===== config.mk =====
export PLATFORM = sky130hd
export DESIGN_NAME = csk_adder
export DESIGN_NICKNAME = d
export VERILOG_FILES = /design/src/rtl/csk_pkg.sv /design/src/rtl/csk_ripple_cin.sv /design/src/rtl/csk_ripple_zc.sv /design/src/rtl/csk_incr.sv /design/src/rtl/csk_skip_cell.sv /design/src/rtl/csk_adder.sv
export SDC_FILE = /design/constraint.sdc
export NUM_CORES = 1
export LEC_CHECK = 0
export BUFFER_PORTS_ARGS = -buffer_cell sky130_fd_sc_hd__buf_2
export CORE_MARGIN = 5
export CORE_UTILIZATION = 40
export DETAILED_ROUTE_END_ITERATION = 8
export GPL_TIMING_DRIVEN = 1
export MAX_ROUTING_LAYER = met4
export PLACE_DENSITY = 0.81
export SYNTH_ARGS = -nofsm -noshare
export SYNTH_HDL_FRONTEND = slang
export SYNTH_SLANG_ARGS = --single-unit

===== constraint.sdc =====
create_clock -name vclk -period 6.3
set_input_delay 1.26 -clock vclk [all_inputs]
set_output_delay 1.26 -clock vclk [all_outputs]
set_load 0.02 [all_outputs]

===== src/rtl/csk_pkg.sv =====
// Package: shared types for the carry skip adder.
// Assumes nothing beyond the standard data types.
package csk_pkg;
    // Which compound gate a skip stage uses.
    typedef enum logic {
        SKIP_AOI = 1'b0,  // true-polarity carry in, inverted carry out
        SKIP_OAI = 1'b1   // inverted carry in, true-polarity carry out
    } skip_kind_e;
endpackage


===== src/rtl/csk_ripple_cin.sv =====
// Ripple block with an external carry-in: a chain of W full adders.
// Assumes W >= 1. Used only for the lowest stage.
module csk_ripple_cin #(
    parameter int unsigned W = 1
) (
    input  logic [W-1:0] a,
    input  logic [W-1:0] b,
    input  logic         cin,
    output logic [W-1:0] s,
    output logic         co
);
    logic [W:0] c;

    assign c[0] = cin;

    for (genvar i = 0; i < W; i++) begin : g_fa
        // One full adder cell.
        assign s[i]   = a[i] ^ b[i] ^ c[i];
        assign c[i+1] = (a[i] & b[i]) | (c[i] & (a[i] ^ b[i]));
    end

    assign co = c[W];
endmodule


===== src/rtl/csk_ripple_zc.sv =====
// Ripple block with its carry-in tied to zero: a half adder in the lowest
// cell, full adders above it. Produces the intermediate sum of a stage
// without waiting for any lower stage. Assumes W >= 1.
module csk_ripple_zc #(
    parameter int unsigned W = 1
) (
    input  logic [W-1:0] a,
    input  logic [W-1:0] b,
    output logic [W-1:0] z,
    output logic         co
);
    logic [W:0] c;

    // Lowest cell is a half adder since the carry-in is zero.
    assign z[0] = a[0] ^ b[0];
    assign c[1] = a[0] & b[0];

    for (genvar i = 1; i < W; i++) begin : g_fa
        // Full adder cells above the half adder.
        assign z[i]   = a[i] ^ b[i] ^ c[i];
        assign c[i+1] = (a[i] & b[i]) | (c[i] & (a[i] ^ b[i]));
    end

    assign c[0] = 1'b0;
    assign co   = c[W] | c[0];
endmodule


===== src/rtl/csk_incr.sv =====
// Incrementer: a half-adder chain that adds a single carry to an
// intermediate sum. The overflow of the top cell is never formed, because
// the stage carry comes from the skip gate instead. Assumes W >= 1.
module csk_incr #(
    parameter int unsigned W = 1
) (
    input  logic [W-1:0] z,
    input  logic         ci,
    output logic [W-1:0] s
);
    logic [W-1:0] c;

    assign c[0] = ci;

    for (genvar i = 0; i < W; i++) begin : g_ha
        // Half adder sum output.
        assign s[i] = z[i] ^ c[i];
        if (i + 1 < W) begin : g_cy
            // Half adder carry, forwarded only inside the chain.
            assign c[i+1] = z[i] & c[i];
        end
    end
endmodule


===== src/rtl/csk_skip_cell.sv =====
// Inverting compound skip gate. The AOI form takes a true carry and
// returns it inverted. The OAI form takes an inverted carry and returns it
// true. gen and prop are always true polarity; the OAI form inverts them
// locally, off the skip path.
module csk_skip_cell
    import csk_pkg::*;
#(
    parameter skip_kind_e KIND = SKIP_AOI
) (
    input  logic gen,    // stage ripple block carried
    input  logic prop,   // all intermediate sum bits are 1
    input  logic cx,     // carry from previous stage, polarity per KIND
    output logic cy      // carry to next stage, opposite polarity
);
    if (KIND == SKIP_AOI) begin : g_aoi
        // AND-OR-invert: cy = not(gen or (prop and cx)).
        assign cy = ~(gen | (prop & cx));
    end else begin : g_oai
        // OR-AND-invert on locally inverted gen/prop with inverted cx.
        assign cy = ~(~gen & (~prop | cx));
    end
endmodule


===== src/rtl/csk_adder.sv =====
// Top: concatenated-increment carry skip adder, fully combinational.
// Stage k (0-based) covers STG_W[k] bits above the stages below it.
// Stage 0 is a ripple chain fed by cin. Higher stages add with zero carry-in,
// then increment by the incoming carry. Stage carries travel on an
// alternating-polarity skip chain: true after even k, inverted after odd k.
// Assumes NUM_STG >= 2, every width >= 1, and widths summing to N.
module csk_adder
    import csk_pkg::*;
#(
    parameter int unsigned N                = 32,
    parameter int unsigned NUM_STG          = 10,
    parameter int unsigned STG_W [NUM_STG]  = '{1, 2, 3, 4, 5, 6, 5, 3, 2, 1}
) (
    input  logic [N-1:0] a,
    input  logic [N-1:0] b,
    input  logic         cin,
    output logic [N-1:0] sum,
    output logic         cout
);
    // Lowest bit index of stage k.
    function automatic int unsigned base_of(input int unsigned k);
        int unsigned acc = 0;
        for (int unsigned i = 0; i < k; i++) acc += STG_W[i];
        return acc;
    endfunction

    localparam int unsigned TOTAL_W = base_of(NUM_STG);
    localparam bit          TOP_INV = ((NUM_STG - 1) % 2) == 1;

    if (TOTAL_W != N) begin : g_bad_sizes
        $error("csk_adder: stage widths sum to %0d, expected %0d", TOTAL_W, N);
    end

    logic [NUM_STG-1:0] skip_chain;  // per-stage carry, alternating polarity
    logic [NUM_STG-1:1] blk_gen;     // zero-carry-in ripple block carried
    logic [NUM_STG-1:1] blk_allp;    // intermediate sum bits all ones

    for (genvar k = 0; k < NUM_STG; k++) begin : g_stg
        localparam int unsigned W  = STG_W[k];
        localparam int unsigned LO = base_of(k);

        if (k == 0) begin : g_first
            // Lowest stage: plain ripple chain, true-polarity carry out.
            csk_ripple_cin #(.W(W)) u_rca (
                .a   (a[LO +: W]),
                .b   (b[LO +: W]),
                .cin (cin),
                .s   (sum[LO +: W]),
                .co  (skip_chain[0])
            );
        end else begin : g_upper
            logic [W-1:0] z;
            logic         rc;
            logic         prev_t;

            // Intermediate sum formed with zero carry-in.
            csk_ripple_zc #(.W(W)) u_rca (
                .a  (a[LO +: W]),
                .b  (b[LO +: W]),
                .z  (z),
                .co (rc)
            );

            // Incoming carry in true polarity for the incrementer.
            if ((k % 2) == 1) begin : g_prev_true
                assign prev_t = skip_chain[k-1];
            end else begin : g_prev_inv
                assign prev_t = ~skip_chain[k-1];
            end

            // Final stage sum bits.
            csk_incr #(.W(W)) u_inc (
                .z  (z),
                .ci (prev_t),
                .s  (sum[LO +: W])
            );

            assign blk_gen[k]  = rc;
            assign blk_allp[k] = &z;

            // Skip gate: AOI on odd stages, OAI on even stages.
            csk_skip_cell #(
                .KIND(((k % 2) == 1) ? SKIP_AOI : SKIP_OAI)
            ) u_skip (
                .gen  (rc),
                .prop (blk_allp[k]),
                .cx   (skip_chain[k-1]),
                .cy   (skip_chain[k])
            );
        end
    end

    // Restore true polarity at the final carry-out.
    if (TOP_INV) begin : g_cout_inv
        assign cout = ~skip_chain[NUM_STG-1];
    end else begin : g_cout_true
        assign cout = skip_chain[NUM_STG-1];
    end
endmodule


=== Yosys cells after proc, flatten, opt, wreduce, memory -nomap -nowiden ===
Index checks and enable logic that the tools add are counted.

* Bits in registers: 0
* Input bits: 65
* Output and inout bits: 33
* Logic and storage cells: 228

* Bitwise operators: 220
* Reductions and logical operators: 8

{| class="wikitable"
|+ Operator list
! kind !! count
|-
| $and 1x1->1 || 86
|-
| $xor 1x1->1 || 86
|-
| $or 1x1->1 || 32
|-
| $not 1->1 || 16
|-
| $reduce_and 5->1 || 2
|-
| $reduce_and 3->1 || 2
|-
| $reduce_and 6->1 || 1
|-
| $reduce_and 2->1 || 2
|-
| $reduce_and 4->1 || 1
|}

=== Depth between registers and ports, before layout ===
Gate-level depths: netlist of run 1.

* Depth in word-level cells: 29
* Gate-level depth with buffers: 17
* Depth with buffers taken out: 17

=== Modules after synthesis ===
A second synthesis of run 1 with hierarchy kept.

* Cells, all modules: 155
* Area total of the unflattened synthesis: 1332.5 µm²

{| class="wikitable"
|+ Modules (own cells, without submodules)
! module !! times used !! cells an instance !! area an instance (µm²) !! seq. area each (µm²)
|-
| csk_ripple_zc (g_stg[4].g_upper.u_rca ...) || 2 || 15 || 130.1 || 0.0
|-
| csk_ripple_zc (g_stg[5].g_upper.u_rca) || 1 || 16 || 150.1 || 0.0
|-
| csk_ripple_zc (g_stg[2].g_upper.u_rca ...) || 2 || 8 || 71.3 || 0.0
|-
| csk_incr (g_stg[4].g_upper.u_inc ...) || 2 || 5 || 58.8 || 0.0
|-
| csk_ripple_zc (g_stg[3].g_upper.u_rca) || 1 || 14 || 110.1 || 0.0
|-
| csk_ripple_zc (g_stg[1].g_upper.u_rca ...) || 2 || 7 || 51.3 || 0.0
|-
| csk_adder || 1 || 19 || 91.3 || 0.0
|-
| csk_incr (g_stg[5].g_upper.u_inc) || 1 || 6 || 71.3 || 0.0
|-
| csk_incr (g_stg[2].g_upper.u_inc ...) || 2 || 3 || 33.8 || 0.0
|-
| csk_incr (g_stg[3].g_upper.u_inc) || 1 || 4 || 46.3 || 0.0
|-
| csk_skip_cell (g_stg[2].g_upper.u_skip ...) || 4 || 2 || 11.3 || 0.0
|-
| csk_skip_cell (g_stg[1].g_upper.u_skip ...) || 5 || 1 || 8.8 || 0.0
|-
| csk_incr (g_stg[1].g_upper.u_inc ...) || 2 || 2 || 21.3 || 0.0
|-
| csk_ripple_cin || 1 || 1 || 20.0 || 0.0
|-
| 2 more rows || - || - || - || -
|}

=== Worst setup path after synthesis of run 1 ===
Ideal clock, no wire load.

* Kind: in2out
* Start point: input port a[15]
* End point: output port sum[31]
* Arrival time: 4916 ps
* Required time: 5040 ps
* Path slack: 124 ps
* Stages: 16
* Path buffers: 1
* Cell sequence: ha_1 inv_1 fa_1 fa_1 fa_1 inv_1 fa_1 inv_1 fa_1 nor4b_1 nand3_1 a2111oi_4 o22ai_1 fa_1 inv_1 buf_4

* Longest elaborated chain between the ends: 24
* Elaborated cells on any way between the ends: 31
* Those cells by class: 30 x bitwise; 1 x reduce/logical

{| class="wikitable"
|+ Ends and longest elaborated chain
! item !! line !! source
|-
| from (decl) || csk_adder.sv:14 || <nowiki>input logic [N-1:0] a,</nowiki>
|-
| $and 1x1->1 || csk_ripple_zc.sv:16 || <nowiki>assign c[1] = a[0] & b[0];</nowiki>
|-
| $and 1x1->1 || csk_ripple_zc.sv:21 || <nowiki>assign c[i+1] = (a[i] & b[i]) | (c[i] & (a[i] ^ b[i]));</nowiki>
|-
| $or 1x1->1 || csk_ripple_zc.sv:21 ||
|-
| $and 1x1->1 || csk_ripple_zc.sv:21 ||
|-
| $or 1x1->1 || csk_ripple_zc.sv:21 ||
|-
| $and 1x1->1 || csk_ripple_zc.sv:21 ||
|-
| $or 1x1->1 || csk_ripple_zc.sv:21 ||
|-
| $and 1x1->1 || csk_ripple_zc.sv:21 ||
|-
| (+8 left out) || - ||
|-
| $not 1->1 (*) || csk_skip_cell.sv:20 || <nowiki>assign cy = ~(~gen & (~prop | cx));</nowiki>
|-
| $and 1x1->1 (*) || csk_skip_cell.sv:17 || <nowiki>assign cy = ~(gen | (prop & cx));</nowiki>
|-
| $or 1x1->1 (*) || csk_skip_cell.sv:17 ||
|-
| $not 1->1 (*) || csk_skip_cell.sv:17 ||
|-
| $or 1x1->1 (*) || csk_skip_cell.sv:20 ||
|-
| $and 1x1->1 (*) || csk_skip_cell.sv:20 ||
|-
| $not 1->1 (*) || csk_skip_cell.sv:20 ||
|-
| $xor 1x1->1 (*) || csk_incr.sv:17 || <nowiki>assign s[i] = z[i] ^ c[i];</nowiki>
|-
| to (decl) || csk_adder.sv:17 || <nowiki>output logic [N-1:0] sum,</nowiki>
|}

Mark *: on every way between the ends. The rest lies on a longest branch, timed or not.

=== Worst setup path after layout of run 1 ===
* Start point: input port b[15]
* End point: output port sum[31]

* Longest elaborated chain between the ends: 24
* Elaborated cells on any way between the ends: 31
* Those cells by class: 30 x bitwise; 1 x reduce/logical

{| class="wikitable"
|+ Ends and longest elaborated chain
! item !! line !! source
|-
| from (decl) || csk_adder.sv:15 || <nowiki>input logic [N-1:0] b,</nowiki>
|-
| $and 1x1->1 || csk_ripple_zc.sv:16 ||
|-
| $and 1x1->1 || csk_ripple_zc.sv:21 ||
|-
| $or 1x1->1 || csk_ripple_zc.sv:21 ||
|-
| $and 1x1->1 || csk_ripple_zc.sv:21 ||
|-
| $or 1x1->1 || csk_ripple_zc.sv:21 ||
|-
| $and 1x1->1 || csk_ripple_zc.sv:21 ||
|-
| $or 1x1->1 || csk_ripple_zc.sv:21 ||
|-
| $and 1x1->1 || csk_ripple_zc.sv:21 ||
|-
| (+8 left out) || - ||
|-
| $not 1->1 (*) || csk_skip_cell.sv:20 ||
|-
| $and 1x1->1 (*) || csk_skip_cell.sv:17 ||
|-
| $or 1x1->1 (*) || csk_skip_cell.sv:17 ||
|-
| $not 1->1 (*) || csk_skip_cell.sv:17 ||
|-
| $or 1x1->1 (*) || csk_skip_cell.sv:20 ||
|-
| $and 1x1->1 (*) || csk_skip_cell.sv:20 ||
|-
| $not 1->1 (*) || csk_skip_cell.sv:20 ||
|-
| $xor 1x1->1 (*) || csk_incr.sv:17 ||
|}

Marked as above.

==> impl_metrics.xml, run 1 <==
<?xml version="1.0" encoding="UTF-8"?>
<metrics>
  <group name="synth">
    <metric name="mapped_area" unit="um^2">1430</metric>
    <metric name="post-synth-top-area-cell" unit="">fa_1</metric>
    <metric name="synthesis_warning_total" unit="">0</metric>
    <metric name="post-synth-top-count-cell" unit="">inv_1</metric>
    <metric name="synth.avg_cell_area" unit="um^2">8.86</metric>
    <metric name="synthesis.instances" unit="">161</metric>
    <metric name="synth_top_area_share" unit="%">33.7</metric>
    <metric name="synth.area.top_cells" unit="">fa_1, ha_1, inv_1</metric>
    <metric name="synth_seq_area_share" unit="%">0</metric>
    <metric name="synth.distinct_cells" unit="">30</metric>
    <metric name="synth.cells.most_frequent" unit="">inv_1, ha_1, fa_1, xnor2_1, nor2_1</metric>
    <metric name="synth_nets" unit="">280</metric>
  </group>
  <group name="timing">
    <metric name="timing.final.hold_violations" unit="">0</metric>
    <metric name="finalCriticalPeriod" unit="ns">6.21</metric>
    <metric name="finalMaxSlewViolations" unit="">0</metric>
    <metric name="max-slew-margin-rel" unit="%">69.0</metric>
    <metric name="layout_worst_path_cycle_share" unit="%">98.6</metric>
    <metric name="timing_worst_slew_pin_value" unit="ns">0.459</metric>
    <metric name="finalSetupViolCount" unit="">0</metric>
    <metric name="fin_worst_hold_slack" unit="ns">2.90</metric>
    <metric name="grt_setup_unrepaired" unit="">yes</metric>
    <metric name="setup-tns-final" unit="ns">0</metric>
    <metric name="maximum_frequency_from_static_timing_analysis" unit="MHz">161</metric>
  </group>
  <group name="setup_path">
    <metric name="crit_arrival" unit="ns">4.95</metric>
    <metric name="timing.critical_path.mode_cell" unit="">fa_2</metric>
    <metric name="setup.worst_path.end_class" unit="">output port</metric>
    <metric name="cp_top_family" unit="">adder cells</metric>
    <metric name="cp_data_required_time" unit="ns">5.04</metric>
    <metric name="critical_path.cell_chain" unit="">buf_6, ha_4, inv_2, fa_2, fa_2, fa_2, inv_2, fa_2, inv_2, fa_2, nor4b_4, nand3_2, a2111oi_4, o22ai_2, fa_1, inv_1, buf_6</metric>
    <metric name="worst-path-buf-inv" unit="">6</metric>
    <metric name="timing.critical_path.slowest_stage_cell" unit="">fa_1</metric>
    <metric name="critPathMaxFanout" unit="">3</metric>
    <metric name="cpPeakStageDelay" unit="ns">0.52</metric>
    <metric name="cp-startpoint" unit="">b[15]</metric>
    <metric name="worstSetupStartpointType" unit="">input port</metric>
    <metric name="critical_setup_path_kind" unit="">input port to output port</metric>
  </group>
  <group name="routing">
    <metric name="detailroute.via_count" unit="">1401</metric>
    <metric name="drtAntennaViolNets" unit="">0</metric>
    <metric name="drt_iter0_drc" unit="">21</metric>
    <metric name="route.final.wire_length" unit="mm">3.84</metric>
    <metric name="routed_wire_length_per_instance" unit="um">12.5</metric>
    <metric name="detail_route.drc_violations" unit="">0</metric>
    <metric name="drt_first_pass_iters" unit="">4</metric>
    <metric name="avgViaCountPerCell" unit="">4.56</metric>
  </group>
  <group name="grt">
    <metric name="grt_start_max_net_pins" unit="">6</metric>
    <metric name="gr_util_all_layers" unit="%">15.6</metric>
    <metric name="grt_antenna_before_repair" unit="">0</metric>
    <metric name="grt_pass1_vias" unit="">1513</metric>
    <metric name="global_route_congestion_overflow_total" unit="">0</metric>
    <metric name="grt_pass1_wl" unit="mm">6.33</metric>
  </group>
  <group name="place">
    <metric name="numPortBuffers" unit="">98</metric>
    <metric name="dp_hpwl" unit="mm">3.53</metric>
    <metric name="globalplace.congestion" unit="">0.807</metric>
  </group>
  <group name="floorplanning">
    <metric name="dieWidth" unit="um">69.7</metric>
    <metric name="die-height" unit="um">69.7</metric>
    <metric name="placement_rows" unit="">21</metric>
    <metric name="floorplan.initialDensity" unit="%">42.1</metric>
    <metric name="floorplan.core_area" unit="um^2">3390</metric>
    <metric name="ios" unit="">98</metric>
    <metric name="fp.dieArea" unit="um^2">4860</metric>
  </group>
  <group name="layout">
    <metric name="final-seq-area" unit="um^2">0</metric>
    <metric name="n_antenna_cell" unit="">0</metric>
    <metric name="sequential_cell_total" unit="">0</metric>
    <metric name="fin_util" unit="%">62.1</metric>
    <metric name="n_clock_buffer" unit="">0</metric>
    <metric name="flow.area_growth_from_synthesis" unit="%">47.6</metric>
    <metric name="layout-drive-gt1-share" unit="%">47.5</metric>
    <metric name="fillCellCount" unit="">300</metric>
    <metric name="nets" unit="">382</metric>
  </group>
  <group name="min_path">
    <metric name="min-delay-start" unit="">cin</metric>
    <metric name="hold_path_class" unit="">input port to output port</metric>
    <metric name="min_delay_worst_endpoint" unit="">sum[0]</metric>
    <metric name="holdPathStages" unit="">3</metric>
  </group>
  <group name="cts">
    <metric name="cts_stage_hold_buffer_count" unit="">0</metric>
  </group>
  <group name="run_status">
    <metric name="status" unit="">completed</metric>
  </group>
  <group name="power_and_ir_drop">
    <metric name="max-vdd-ir-drop" unit="uV">81.5</metric>
    <metric name="pwr_density_cell" unit="nW/um^2">142</metric>
    <metric name="power.static_leakage" unit="uW">0.00124</metric>
  </group>
  <group name="run">
    <metric name="maxCapViolCount" unit="">0</metric>
  </group>
</metrics>
[placed cells by master, fill, tap and decap left out, drive strengths merged, types with 2 or more instances in the layout]
| cell type | instances |
|---|---|
| buf | 102 |
| inv | 64 |
| ha | 30 |
| fa | 24 |
| xnor2 | 7 |
| nor2 | 3 |
| o21ai | 3 |
| or4b | 2 |
| nand3b | 2 |
| and2 | 2 |
| nand2 | 2 |
| nor4b | 2 |
| a31oi | 2 |
| or2 | 2 |
[cell families (layout without fill, tap and decap cells)]
kind of cell / Yosys count / in the layout / synth area share (%)
AOI/OAI and AO/OA: 14 / 14 / 8.16
adders and majority gates: 54 / 54 / 60.0
and+or+nand+nor: 19 / 19 / 9.04
buffers and inverters: 66 / 166 / 17.9
xor gates and xnor gates: 8 / 8 / 4.91
[power by group]
part	leakage (uW)	switching, uW	internal, uW
clock network	0	0	0
registers	0	0	0
logic	0.00124	174	125
[how the worst max path moves through the flow]
stage	to	cells past startpoint
2_1_floorplan	sum[31]	16
6_report	sum[31]	17
5_1_grt	sum[31]	17
4_1_cts	sum[20]	17
3_3_place_gp	sum[31]	17
3_5_place_dp	sum[31]	17
[what timing repair did]
action | 4_1_cts | 5_1_grt
pin swaps | 4 | 12
resized for setup | 3 | 26
setup endpoints to repair | 7 | 9
buffers inserted | 1 | 2
[layer usage]
metal / global-route usage [%] / vias up / routed length (um)
li1: - / 689 / -
met1: 17.7 / 651 / 1430
met2: 30.9 / 59 / 2130
met3: 1.59 / 2 / 270
met4: 0 / 0 / 14
met5: - / - / 0
[final cells by class]
cell class | instances | area (um^2) | share of cell area, %
Inverter | 64 | 240 | 11.4
Multi-Input combinational cell | 95 | 1260 | 59.9
Tap cell | 46 | 57.6 | 2.73
Timing Repair Buffer | 102 | 547 | 26.0
[stage by stage]
stage,total power (uW),setup slack [ns],instances,cell area [um^2]
after CTS,281,0.0136,306,2000
after global routing,333,-0.102,307,2110
final,299,0.0905,307,2110
after floorplan,195,0.124,161,1430
after global placement,268,-0.0712,305,1970
after detailed placement,277,-0.232,305,1970
No activity file was read; power rests on OpenSTA's default activity.
==> run 2: changes to the inputs <==
- ABC_AREA: not set -> 1
- CORE_UTILIZATION: 40 -> 23
- PLACE_DENSITY: 0.81 -> not set
- TNS_END_PERCENT: not set -> 5
==> impl_metrics.xml, run 2 <==
<?xml version="1.0" encoding="UTF-8"?>
<metrics>
  <group name="layout">
    <metric name="flow.area_growth_from_synthesis" unit="%">42.0</metric>
    <metric name="final_common_cell" unit="">buf_2</metric>
    <metric name="final-seq-area" unit="um^2">0</metric>
    <metric name="layout-drive-gt1-share" unit="%">48.0</metric>
    <metric name="n_antenna_cell" unit="">0</metric>
    <metric name="finalNonFillerCells" unit="">322</metric>
    <metric name="multi_input_comb_area" unit="um^2">1100</metric>
    <metric name="layout.cells.most_common_list" unit="">buf_2, inv_1, ha_1</metric>
    <metric name="sequential_cell_total" unit="">0</metric>
    <metric name="finish.instance_area" unit="um^2">1910</metric>
    <metric name="fillCellCount" unit="">633</metric>
    <metric name="nets" unit="">371</metric>
    <metric name="n_clock_buffer" unit="">0</metric>
  </group>
  <group name="routing">
    <metric name="top_signal_layer_used" unit="">met3</metric>
    <metric name="drt_iter0_drc" unit="">3</metric>
    <metric name="met1Wirelength" unit="mm">1.22</metric>
    <metric name="detail_route.drc_violations" unit="">0</metric>
    <metric name="detailroute.wirelength.met3" unit="um">393</metric>
    <metric name="routed_wire_length_per_instance" unit="um">9.72</metric>
    <metric name="route.final.wire_length" unit="mm">3.13</metric>
    <metric name="drtAntennaViolNets" unit="">0</metric>
    <metric name="drt_first_pass_iters" unit="">4</metric>
    <metric name="detailroute.wirelength.met2" unit="mm">1.52</metric>
    <metric name="avgViaCountPerCell" unit="">3.86</metric>
    <metric name="detailroute.via_count" unit="">1243</metric>
  </group>
  <group name="power_and_ir_drop">
    <metric name="sw_frac_of_total" unit="%">60.5</metric>
    <metric name="clock_power_share" unit="%">0</metric>
    <metric name="power.sequential.fraction" unit="%">0</metric>
    <metric name="pwr_density_cell" unit="nW/um^2">136</metric>
    <metric name="comb_power_share" unit="%">100.0</metric>
    <metric name="max-vdd-ir-drop" unit="uV">72.6</metric>
    <metric name="power.static_leakage" unit="uW">0.00120</metric>
    <metric name="report.power.total" unit="uW">261</metric>
    <metric name="power.internal" unit="uW">103</metric>
    <metric name="power.switching" unit="uW">158</metric>
  </group>
  <group name="synth">
    <metric name="synth.distinct_cells" unit="">16</metric>
    <metric name="synth_top_area_share" unit="%">35.7</metric>
    <metric name="synth_seq_area_share" unit="%">0</metric>
    <metric name="synthesis.instances" unit="">154</metric>
    <metric name="synth.area.top_cells" unit="">fa_1, ha_1, inv_1</metric>
    <metric name="post-synth-top-area-cell" unit="">fa_1</metric>
    <metric name="synth_nets" unit="">273</metric>
    <metric name="post-synth-top-count-cell" unit="">inv_1</metric>
    <metric name="synthesis_warning_total" unit="">0</metric>
    <metric name="synth.cells.most_frequent" unit="">inv_1, ha_1, fa_1, nand2_2, xnor2_1</metric>
    <metric name="mapped_area" unit="um^2">1350</metric>
    <metric name="synth.avg_cell_area" unit="um^2">8.74</metric>
  </group>
  <group name="timing">
    <metric name="fin_worst_hold_slack" unit="ns">2.90</metric>
    <metric name="timing_worst_slew_pin_value" unit="ns">0.205</metric>
    <metric name="finalSetupViolCount" unit="">0</metric>
    <metric name="layout_worst_path_cycle_share" unit="%">95.2</metric>
    <metric name="timing.final.hold_violations" unit="">0</metric>
    <metric name="finalMaxSlewViolations" unit="">0</metric>
    <metric name="maximum_frequency_from_static_timing_analysis" unit="MHz">167</metric>
    <metric name="finalCriticalPeriod" unit="ns">6.00</metric>
    <metric name="grt_setup_unrepaired" unit="">no</metric>
    <metric name="setup-tns-final" unit="ns">0</metric>
    <metric name="max-slew-margin-rel" unit="%">86.2</metric>
  </group>
  <group name="grt">
    <metric name="grt_pass1_wl" unit="mm">5.46</metric>
    <metric name="grt_antenna_before_repair" unit="">0</metric>
    <metric name="grt_pass1_vias" unit="">1395</metric>
    <metric name="grt_start_max_net_pins" unit="">3</metric>
    <metric name="global_route_congestion_overflow_total" unit="">0</metric>
    <metric name="gr_util_all_layers" unit="%">8.80</metric>
  </group>
  <group name="floorplanning">
    <metric name="fp.dieArea" unit="um^2">7480</metric>
    <metric name="dieWidth" unit="um">86.5</metric>
    <metric name="floorplan.initialDensity" unit="%">24.0</metric>
    <metric name="placement_rows" unit="">27</metric>
    <metric name="ios" unit="">98</metric>
    <metric name="die-height" unit="um">86.5</metric>
    <metric name="floorplan.core_area" unit="um^2">5610</metric>
  </group>
  <group name="setup_path">
    <metric name="setup.worst_path.end_class" unit="">output port</metric>
    <metric name="cp-startpoint" unit="">a[15]</metric>
    <metric name="cp_data_required_time" unit="ns">5.04</metric>
    <metric name="critPathMaxFanout" unit="">2</metric>
    <metric name="crit_arrival" unit="ns">4.74</metric>
    <metric name="critical_path.endpoint" unit="">sum[31]</metric>
    <metric name="critical_setup_path_kind" unit="">input port to output port</metric>
    <metric name="worstSetupStartpointType" unit="">input port</metric>
  </group>
  <group name="run_status">
    <metric name="status" unit="">completed</metric>
  </group>
  <group name="place">
    <metric name="placedCellCount" unit="">322</metric>
    <metric name="placed_area" unit="um^2">1910</metric>
    <metric name="numPortBuffers" unit="">98</metric>
    <metric name="globalplace.congestion" unit="">0.798</metric>
    <metric name="dp_hpwl" unit="mm">3.17</metric>
  </group>
  <group name="cts">
    <metric name="cts.repair.resized" unit="">0</metric>
    <metric name="cts.repair_timing.setup_buffer_count" unit="">0</metric>
    <metric name="cts_stage_hold_buffer_count" unit="">0</metric>
  </group>
  <group name="min_path">
    <metric name="holdPathStages" unit="">3</metric>
    <metric name="hold_path_class" unit="">input port to output port</metric>
  </group>
  <group name="run">
    <metric name="maxCapViolCount" unit="">0</metric>
  </group>
</metrics>
## run 2: changes by cell type in the layout (fill, tap and decap cells not counted), moves of 3 or more
cell     delta
buf_2       +6
buf_4       -7
buf_6       -3
fa_1        +8
fa_2        -8
inv_1       -5
inv_2       +3
nand2_2    +13
## run 2: routing by layer
metal  GRT usage, %  up-vias
met3           1.71        0
met4              0        0
met1           10.8      546
li1               -      630
met5              -        -
met2           15.9       67
## run 2: final cells by class
| class | count | share of cell area, % |
|---|---|---|
| inverters | 62 | 12.2 |
| repair buffers | 98 | 25.7 |
| multi-input cells | 90 | 57.5 |
| well taps | 72 | 4.71 |
## run 2: logic make-up (layout without fill, tap and decap cells)
group	Yosys count	after routing	synth area share, %
adder cells (fa/ha/maj)	54	54	63.6
AND/OR/NAND/NOR	27	27	12.2
XOR/XNOR	8	8	5.20
buffers and inverters	64	160	18.4
AO/OA/AOI/OAI	1	1	0.651
## run 2: critical path, stage by stage
cell and delay (ns):
buf_2 0.08, ha_1 0.14, inv_1 0.05, fa_1 0.37
fa_1 0.38, fa_1 0.37, inv_1 0.08, fa_1 0.16
inv_1 0.05, fa_1 0.50, nor3b_4 0.22, nand2_2 0.07
nand2_2 0.06, nand2_2 0.05, nand2_2 0.07, nand2_2 0.05
nand2_2 0.07, a21oi_2 0.06, fa_1 0.47, inv_1 0.04
buf_2 0.15
## run 2: stage by stage
| step | setup slack [ns] | util (%) |
|---|---|---|
| final | 0.301 | 34.1 |
| after global routing | 0.0804 | 34.1 |
| after CTS | 0.257 | 34.1 |
| after detailed placement | 0.280 | 34.1 |
| after global placement | 0.319 | 34.1 |
| after floorplan | 0.445 | - |
## run 2: worst min-delay path by stage
stage / from / end / slack, ns
2_1_floorplan: cin / sum[0] / 2.78
5_1_grt: cin / sum[0] / 2.91
6_report: cin / sum[0] / 2.90
4_1_cts: cin / sum[0] / 2.90
3_3_place_gp: cin / sum[0] / 2.90
3_5_place_dp: cin / sum[0] / 2.90
## run 2: power groups by stage
stage / registers [uW] / logic, uW / clock network [uW]
after detailed placement: 0 / 267 / 0
after CTS: 0 / 269 / 0
after global placement: 0 / 265 / 0
final: 0 / 261 / 0
after global routing: 0 / 296 / 0
after floorplan: 0 / 190 / 0
==> run 3: changes to the inputs <==
- BUFFER_PORTS_ARGS: -buffer_cell sky130_fd_sc_hd__buf_2 -> -buffer_cell sky130_fd_sc_hd__buf_4
==> impl_metrics.xml, run 3 (synthesized netlist as in run 2, its figures left out) <==
<?xml version="1.0" encoding="UTF-8"?>
<metrics>
  <group name="power_and_ir_drop">
    <metric name="pwr_density_cell" unit="nW/um^2">141</metric>
    <metric name="power.static_leakage" unit="uW">0.00128</metric>
    <metric name="report.power.total" unit="uW">304</metric>
    <metric name="max-vdd-ir-drop" unit="uV">78.6</metric>
  </group>
  <group name="place">
    <metric name="numPortBuffers" unit="">98</metric>
    <metric name="globalplace.congestion" unit="">0.746</metric>
    <metric name="pre_cts_slack" unit="ns">0.253</metric>
    <metric name="dp_hpwl" unit="mm">3.31</metric>
  </group>
  <group name="timing">
    <metric name="finalMaxSlewViolations" unit="">0</metric>
    <metric name="timing_worst_slew_pin_value" unit="ns">0.213</metric>
    <metric name="post-route-worst-setup-slack" unit="ns">0.298</metric>
    <metric name="layout_worst_path_cycle_share" unit="%">95.3</metric>
    <metric name="timing.final.hold_violations" unit="">0</metric>
    <metric name="grt_setup_unrepaired" unit="">no</metric>
    <metric name="max-slew-margin-rel" unit="%">85.7</metric>
    <metric name="maximum_frequency_from_static_timing_analysis" unit="MHz">167</metric>
    <metric name="setup-tns-final" unit="ns">0</metric>
    <metric name="finalCriticalPeriod" unit="ns">6.00</metric>
    <metric name="finalSetupViolCount" unit="">0</metric>
  </group>
  <group name="floorplanning">
    <metric name="dieWidth" unit="um">86.5</metric>
    <metric name="fp.dieArea" unit="um^2">7480</metric>
    <metric name="placement_rows" unit="">27</metric>
    <metric name="floorplan.core_area" unit="um^2">5610</metric>
    <metric name="die-height" unit="um">86.5</metric>
    <metric name="ios" unit="">98</metric>
    <metric name="floorplan.initialDensity" unit="%">24.0</metric>
  </group>
  <group name="routing">
    <metric name="drt_first_pass_iters" unit="">2</metric>
    <metric name="drt_iter0_drc" unit="">3</metric>
    <metric name="avgViaCountPerCell" unit="">3.89</metric>
    <metric name="detail_route.drc_violations" unit="">0</metric>
    <metric name="drtAntennaViolNets" unit="">0</metric>
    <metric name="detailroute.via_count" unit="">1251</metric>
    <metric name="route.final.wire_length" unit="mm">3.30</metric>
    <metric name="routed_wire_length_per_instance" unit="um">10.2</metric>
  </group>
  <group name="min_path">
    <metric name="hold_path_class" unit="">input port to output port</metric>
  </group>
  <group name="layout">
    <metric name="final-seq-area" unit="um^2">0</metric>
    <metric name="sequential_cell_total" unit="">0</metric>
    <metric name="multi_input_comb_area" unit="um^2">1100</metric>
    <metric name="layout-drive-gt1-share" unit="%">48.0</metric>
    <metric name="n_antenna_cell" unit="">0</metric>
    <metric name="nets" unit="">371</metric>
    <metric name="n_clock_buffer" unit="">0</metric>
    <metric name="layout.cells.most_common_list" unit="">buf_4, inv_1, ha_1</metric>
    <metric name="final_common_cell" unit="">buf_4</metric>
    <metric name="flow.area_growth_from_synthesis" unit="%">60.2</metric>
    <metric name="fillCellCount" unit="">601</metric>
  </group>
  <group name="grt">
    <metric name="grt_pass1_wl" unit="mm">5.55</metric>
    <metric name="gr_util_all_layers" unit="%">8.90</metric>
    <metric name="grt_start_max_net_pins" unit="">3</metric>
    <metric name="grt_pass1_vias" unit="">1351</metric>
    <metric name="global_route_congestion_overflow_total" unit="">0</metric>
    <metric name="grt_antenna_before_repair" unit="">0</metric>
  </group>
  <group name="setup_path">
    <metric name="cp_data_required_time" unit="ns">5.04</metric>
    <metric name="worstSetupStartpointType" unit="">input port</metric>
    <metric name="critPathMaxFanout" unit="">2</metric>
    <metric name="setup.worst_path.end_class" unit="">output port</metric>
    <metric name="critical_setup_path_kind" unit="">input port to output port</metric>
    <metric name="crit_arrival" unit="ns">4.74</metric>
  </group>
  <group name="run_status">
    <metric name="status" unit="">completed</metric>
  </group>
  <group name="cts">
    <metric name="cts.repair_timing.setup_buffer_count" unit="">0</metric>
    <metric name="cts.repair.resized" unit="">0</metric>
    <metric name="cts_stage_hold_buffer_count" unit="">0</metric>
  </group>
  <group name="run">
    <metric name="maxCapViolCount" unit="">0</metric>
  </group>
</metrics>
-- run 3: cell counts in the layout (fill, tap and decap cells not counted) --
No cell type changed its count.
-- run 3: cell type report --
cell class                      instances  share of cell area, %
Inverter                               62                   10.8
Timing Repair Buffer                   98                   34.1
Tap cell                               72                   4.18
Multi-Input combinational cell         90                   50.9
-- run 3: final timing paths --
path                  start      end  slack, ns  depth (start not counted)
worst max-delay path  a[15]  sum[31]       0.30                         21
worst min-delay path    cin   sum[0]       2.88                          3
-- run 3: layer usage --
metal	global-route usage, %	share of wire [%]
met3	1.71	12
met2	15.3	48
met5	-	0
met1	11.6	40
met4	0	0
-- run 3: report_power, final --
| part | total (uW) | switching (uW) | internal [uW] |
|---|---|---|---|
| clock network | 0 | 0 | 0 |
| logic | 304 | 161 | 143 |
| registers | 0 | 0 | 0 |
-- run 3: stage by stage --
| stage | util (%) | cells | area, um^2 | hold slack, ns |
|---|---|---|---|---|
| floorplan | - | 154 | 1350 | 2.78 |
| global placement | 38.5 | 322 | 2160 | 2.88 |
| detailed placement | 38.5 | 322 | 2160 | 2.88 |
| CTS | 38.5 | 322 | 2160 | 2.88 |
| global route | 38.5 | 322 | 2160 | 2.89 |
| finish | 38.5 | 322 | 2160 | 2.88 |
-- run 3: critical path, cell delays in order --
cell and delay [ns]:
buf_4 0.08, ha_1 0.13, inv_1 0.04, fa_1 0.37, fa_1 0.38, fa_1 0.37, inv_1 0.07, fa_1 0.16
inv_1 0.05, fa_1 0.50, nor3b_4 0.23, nand2_2 0.07, nand2_2 0.07, nand2_2 0.05, nand2_2 0.06, nand2_2 0.05
nand2_2 0.07, a21oi_2 0.06, fa_1 0.48, inv_1 0.04, buf_4 0.15
